## src/rtl/stc_pkg.sv

```systemverilog
package stc_pkg;
  localparam int REG_W     = 16;
  localparam int MODE_W    = 3;
  localparam int TAP_W     = 6;
  localparam int MODE_LSB  = 0;
  localparam int TAP_LSB   = 8;
  localparam int UPD_BIT   = 15;

  typedef enum logic [MODE_W-1:0] {
    MODE_SD       = 3'd0,
    MODE_RSV_LO   = 3'd1,
    MODE_MMC_SDR  = 3'd2,
    MODE_MMC_DDR  = 3'd3,
    MODE_HS200    = 3'd4,
    MODE_HS400    = 3'd5,
    MODE_HS400_ES = 3'd6,
    MODE_RSV_HI   = 3'd7
  } busMode_e;

  typedef struct packed {
    logic             load;
    logic [REG_W-1:0] src;
    logic             apply;
  } ctlStrobe_t;
endpackage

```

## src/rtl/stc_ctrl.sv

```systemverilog
module stc_ctrl
  import stc_pkg::*;
#(
  parameter int UPD_LAT = 4
) (
  input  logic             clk,
  input  logic             rstN,
  input  logic             wrEn,
  input  logic [REG_W-1:0] wrData,
  output logic             busy,
  output ctlStrobe_t       ctl
);
  localparam int CNT_W = (UPD_LAT < 2) ? 1 : $clog2(UPD_LAT);
  localparam logic [CNT_W-1:0] CNT_LAST = CNT_W'(UPD_LAT - 1);

  logic [CNT_W-1:0] cnt;
  logic             pendValid;
  logic [REG_W-1:0] pendData;
  logic             done;

  assign done = busy && (cnt == CNT_LAST);

  always_comb begin
    ctl.load  = 1'b0;
    ctl.src   = wrData;
    ctl.apply = done;
    if (!busy || done) begin
      if (wrEn) begin
        ctl.load = 1'b1;
        ctl.src  = wrData;
      end else if (done && pendValid) begin
        ctl.load = 1'b1;
        ctl.src  = pendData;
      end
    end
  end

  always_ff @(posedge clk) begin
    if (!rstN) begin
      busy      <= 1'b0;
      cnt       <= '0;
      pendValid <= 1'b0;
      pendData  <= '0;
    end else begin
      if (ctl.load) begin
        busy <= ctl.src[UPD_BIT];
        cnt  <= '0;
      end else if (done) begin
        busy <= 1'b0;
        cnt  <= '0;
      end else if (busy) begin
        cnt <= cnt + 1'b1;
      end

      if (done) begin
        pendValid <= 1'b0;
      end else if (busy && wrEn) begin
        pendValid <= 1'b1;
        pendData  <= wrData;
      end
    end
  end
endmodule

```

## src/rtl/stc_data.sv

```systemverilog
module stc_data
  import stc_pkg::*;
#(
  parameter int TAP_USABLE = 43
) (
  input  logic              clk,
  input  logic              rstN,
  input  logic              strobeEn,
  input  ctlStrobe_t        ctl,
  output logic [MODE_W-1:0] modeReg,
  output logic [TAP_W-1:0]  tapReg,
  output logic [TAP_W-1:0]  activeTap,
  output logic [MODE_W-1:0] modeOut
);
  localparam logic [TAP_W-1:0] TAP_LIMIT = TAP_W'(TAP_USABLE);

  logic [TAP_W-1:0] tapLimited;

  assign tapLimited = (tapReg >= TAP_LIMIT) ? '0 : tapReg;

  always_ff @(posedge clk) begin
    if (!rstN) begin
      modeReg   <= MODE_SD;
      tapReg    <= '0;
      activeTap <= '0;
    end else begin
      if (ctl.load) begin
        modeReg <= ctl.src[MODE_LSB +: MODE_W];
        tapReg  <= ctl.src[TAP_LSB +: TAP_W];
      end else if (modeReg == MODE_HS400 && strobeEn) begin
        modeReg <= MODE_HS400_ES;
      end else if (modeReg == MODE_HS400_ES && !strobeEn) begin
        modeReg <= MODE_HS400;
      end
      if (ctl.apply) begin
        activeTap <= tapLimited;
      end
    end
  end

  always_comb begin
    unique case (modeReg)
      MODE_RSV_LO, MODE_RSV_HI: modeOut = MODE_SD;
      default:                  modeOut = modeReg;
    endcase
  end
endmodule

```

## src/rtl/speed_tune_ctrl.sv

```systemverilog
module speed_tune_ctrl
  import stc_pkg::*;
#(
  parameter int UPD_LAT    = 4,
  parameter int TAP_USABLE = 43
) (
  input  logic        clk,
  input  logic        rstN,
  input  logic        wrEn,
  input  logic [15:0] wrData,
  input  logic        strobeEn,
  output logic [15:0] rdData,
  output logic [2:0]  modeOut,
  output logic [5:0]  activeTap
);
  ctlStrobe_t        ctl;
  logic              busy;
  logic [MODE_W-1:0] modeReg;
  logic [TAP_W-1:0]  tapReg;

  stc_ctrl #(.UPD_LAT(UPD_LAT)) i_ctrl (
    .clk    (clk),
    .rstN   (rstN),
    .wrEn   (wrEn),
    .wrData (wrData),
    .busy   (busy),
    .ctl    (ctl)
  );

  stc_data #(.TAP_USABLE(TAP_USABLE)) i_data (
    .clk       (clk),
    .rstN      (rstN),
    .strobeEn  (strobeEn),
    .ctl       (ctl),
    .modeReg   (modeReg),
    .tapReg    (tapReg),
    .activeTap (activeTap),
    .modeOut   (modeOut)
  );

  always_comb begin
    rdData                          = '0;
    rdData[UPD_BIT]                 = busy;
    rdData[TAP_LSB +: TAP_W]        = tapReg;
    rdData[MODE_LSB +: MODE_W]      = modeReg;
  end
endmodule

```

## config.mk

```make
export PLATFORM = sky130hd
export DESIGN_NAME = speed_tune_ctrl
export DESIGN_NICKNAME = d
export VERILOG_FILES = /design/src/rtl/stc_pkg.sv /design/src/rtl/stc_ctrl.sv /design/src/rtl/stc_data.sv /design/src/rtl/speed_tune_ctrl.sv
export SDC_FILE = /design/constraint.sdc
export NUM_CORES = 1
export LEC_CHECK = 0
export ABC_AREA = 1
export BUFFER_PORTS_ARGS = -buffer_cell sky130_fd_sc_hd__buf_2
export CAP_MARGIN = 25
export CORE_UTILIZATION = 45
export CTS_CLUSTER_SIZE = 40
export DETAILED_ROUTE_END_ITERATION = 16
export PLACE_DENSITY = 0.76
export REMOVE_ABC_BUFFERS = 1
export SLEW_MARGIN = 20
export SYNTH_ARGS = -nofsm -noshare
export SYNTH_HDL_FRONTEND = slang
export SYNTH_SLANG_ARGS = --single-unit
```

## constraint.sdc

```tcl
create_clock -name clk -period 2.4 [get_ports clk]
set_input_delay 0.12 -clock clk [delete_from_list [all_inputs] [get_ports clk]]
set_output_delay 0.12 -clock clk [all_outputs]
set_load 0.005 [all_outputs]
```

==> metrics.txt <==
Sw Pwr=0.265 mW; Post-synth EDFFs=0; Seq cells post-synth=29; combinational group share of total power=a little under an eighth; critical path's largest stage delay=about 0.33 ns; Hold Path Origin=wrData[9]; Register-to-Register Setup Slack=between 0.7 and 0.8 ns; vias=between 1000 and 1500; Crit path max-delay family=simple AND/OR/NAND/NOR gates; placer congestion estimate=0.739; worst vdd ir=between 0.3 and 0.4 mV; CTS Buffer Depth=2; switching share of power=around 25%; final worst path period need=1.67 ns; Design Power=around 1.1 mW; Post-CTS Setup Repair Bufs=0; CP Depth=5; clock share of power=39.1%; FF-to-FF End=i_ctrl.pendData[0]; Via density=approximately 4.8; n_diodes=0; post-synthesis async set-or-reset flop share=0%; dpl cell area=0.00153 mm^2; top cells by area, synth=dfxtp_1 41%, nand2_1 11%, a21oi_1 9.5%; Setup TNS=0 ns; Worst setup EP type=flip-flop; fin. max-slew vios=0; Final setup viols=0; Port Buffers=32; 1st-iter DRT viols=43; Crit Path Max Fanout=13; hold buffer count at cts=0; worst r2r src=i_ctrl.cnt[0]; HPWL Detailed=2010 um; CTS root buffer=clkbuf_4; area grow syn2layout=14.3%; WL final=about 2900 um; share of the synthesized area in the top cell type=41.0%; number of global-route vias before repair=1013; worst skew pair latency=0.33 ns; internal power=0.801 mW; pin count of the biggest net entering global routing=17; H-Tree Depth=2; RSZ-0062 raised after global routing=no; worst reg2reg path depth=5; Seq pwr share=between 40% and 50%; synthesized area per cell=roughly 7.7 um^2; Crit path buffers/inverters=0; final worst clock skew=between 0.01 and 0.015 ns; Critical-path top delay cell=dfxtp_1; total track usage=18.4%; post_cts resized=0; DIE WIDTH=58.1 um; max-cap violations=0; Worst-path clk slew=0.10 ns; Die Y=58.1 um; endpoints failing hold=0; Netlist cell types=30; Leakage=0.734 nW; Design Area, Final=0.00162 mm^2; TritonRoute pass-1 iters=4; fillers=268; yosys warns=0; Congestion Overflow GR=0; Top Ports=45; Setup CP Type=flip-flop to flip-flop; Hold WC Path Type=primary input to flip-flop; Post-Syn Area=0.00142 mm^2; layout cells sized above 1=25.2%; clock sinks=29; CP Launch Type=flip-flop; Tcrit/Tclk final=69.4%; crit-path cells=ha_1, nor2_4, nand2_1, o21ai_0, a21oi_1; wire per inst=11.2 um; first-pass GRT wire length=4590 um; critical path startpoint=i_ctrl.cnt[0]; die area=0.00337 mm^2; most frequent cells in the layout=43 x nand2_1, 32 x buf_2, 29 x dfxtp_1; CP Capture Point=i_ctrl.pendData[0]; CTS tree=built; CTS buffer count=5; core area=0.00288 mm^2; # rows=19; post-route ant nets=0; fmax=0.600 GHz; commonest non-fill, non-tap cell in the layout=nand2_1; Arr. time, crit path=1.87 ns; initial antenna violation count=0; DRC viols=0; cell count after synthesis=184; Initial Util=roughly half; Final nets=234; Crit path required time=between 2 and 3 ns; P per Cell Area=659 mW/mm^2; status=completed; Post-synth top flop=dfxtp_1; sequential area share after synthesis=about two fifths; post-synth top area cell=dfxtp_1
-- logic make-up (layout without fill, tap and decap cells) --
| family | Yosys count | count (layout) | synth area share (%) |
|---|---|---|---|
| adders and majority gates | 1 | 1 | 0.884 |
| buffers and inverters | 32 | 57 | 12.6 |
| AOI/OAI and AO/OA | 37 | 37 | 14.8 |
| muxes | 1 | 1 | 0.707 |
| other | 1 | 6 | 0.265 |
| xor gates and xnor gates | 1 | 1 | 0.619 |
| DFF | 29 | 29 | 41.0 |
| and+or+nand+nor | 82 | 82 | 29.2 |
-- stage by stage --
| stage | std cells | utilization (%) | setup slack [ns] | hold WS (ns) |
|---|---|---|---|---|
| 2_1_floorplan | 174 | - | 0.988 | 0.231 |
| 3_3_place_gp | 248 | 53.3 | 0.780 | 0.408 |
| 3_5_place_dp | 248 | 53.3 | 0.746 | 0.408 |
| 4_1_cts | 256 | 56.2 | 0.737 | 0.0439 |
| 5_1_grt | 256 | 56.2 | 0.572 | 0.0603 |
| 6_report | 256 | 56.2 | 0.734 | 0.0563 |
-- worst min-delay path: stages --
cell and delay [ns]:
buf_2 0.10, nand3_1 0.07, a21oi_1 0.06
-- synth_stat cells, types with 2 or more instances --
cell type and number:
nand3_1 15, clkbuf_1 2, buf_4 9, nor3_1 3, inv_1 14, nor2_4 2, inv_2 3, a21oi_1 27
nand2_1 43, nand2_4 2, o21ai_1 5, nand4_1 2, nor2_1 10, buf_6 3, dfxtp_1 29
-- flip-flops by register name, indices dropped and copies added (netlist names) --
| register | count |
|---|---|
| i_ctrl.busy | 1 |
| i_ctrl.cnt | 2 |
| i_ctrl.pendData | 10 |
| i_ctrl.pendValid | 1 |
| i_data.activeTap | 6 |
| i_data.modeReg | 3 |
| i_data.tapReg | 6 |
-- how the worst min path moves through the flow --
stage,slack [ns],cells after the start,to
final,0.06,3,i_ctrl.pendData[9]
after detailed placement,0.41,3,i_ctrl.pendData[9]
after floorplan,0.23,2,i_data.tapReg[4]
after global routing,0.06,3,i_ctrl.pendData[9]
after global placement,0.41,3,i_ctrl.pendData[9]
after CTS,0.04,3,i_ctrl.pendData[9]
-- per-layer routing --
layer / global-route usage, % / vias up / wire [um]
met5: 0 / - / 0
met4: 11.2 / 0 / 63
met3: 4.91 / 7 / 188
met2: 28.1 / 48 / 1310
met1: 23.2 / 530 / 1310
li1: - / 646 / -
-- cell type report --
type	count	area, um^2	share of cell area [%]
clock buffers	7	55.1	3.40
clock inverters	1	30.0	1.86
inverters	17	63.8	3.94
multi-input cells	128	676	41.8
flip-flops and latches	29	581	35.9
well taps	42	52.6	3.25
repair buffers	32	160	9.90
-- power groups by stage --
stage / Clock (mW) / Combinational [mW] / Sequential, mW
2_1_floorplan: 0 / 0.0733 / 0.532
3_3_place_gp: 0 / 0.123 / 0.534
3_5_place_dp: 0 / 0.125 / 0.535
4_1_cts: 0.430 / 0.126 / 0.523
5_1_grt: 0.453 / 0.140 / 0.527
6_report: 0.417 / 0.125 / 0.524
Power figures use the tool's default switching activity.
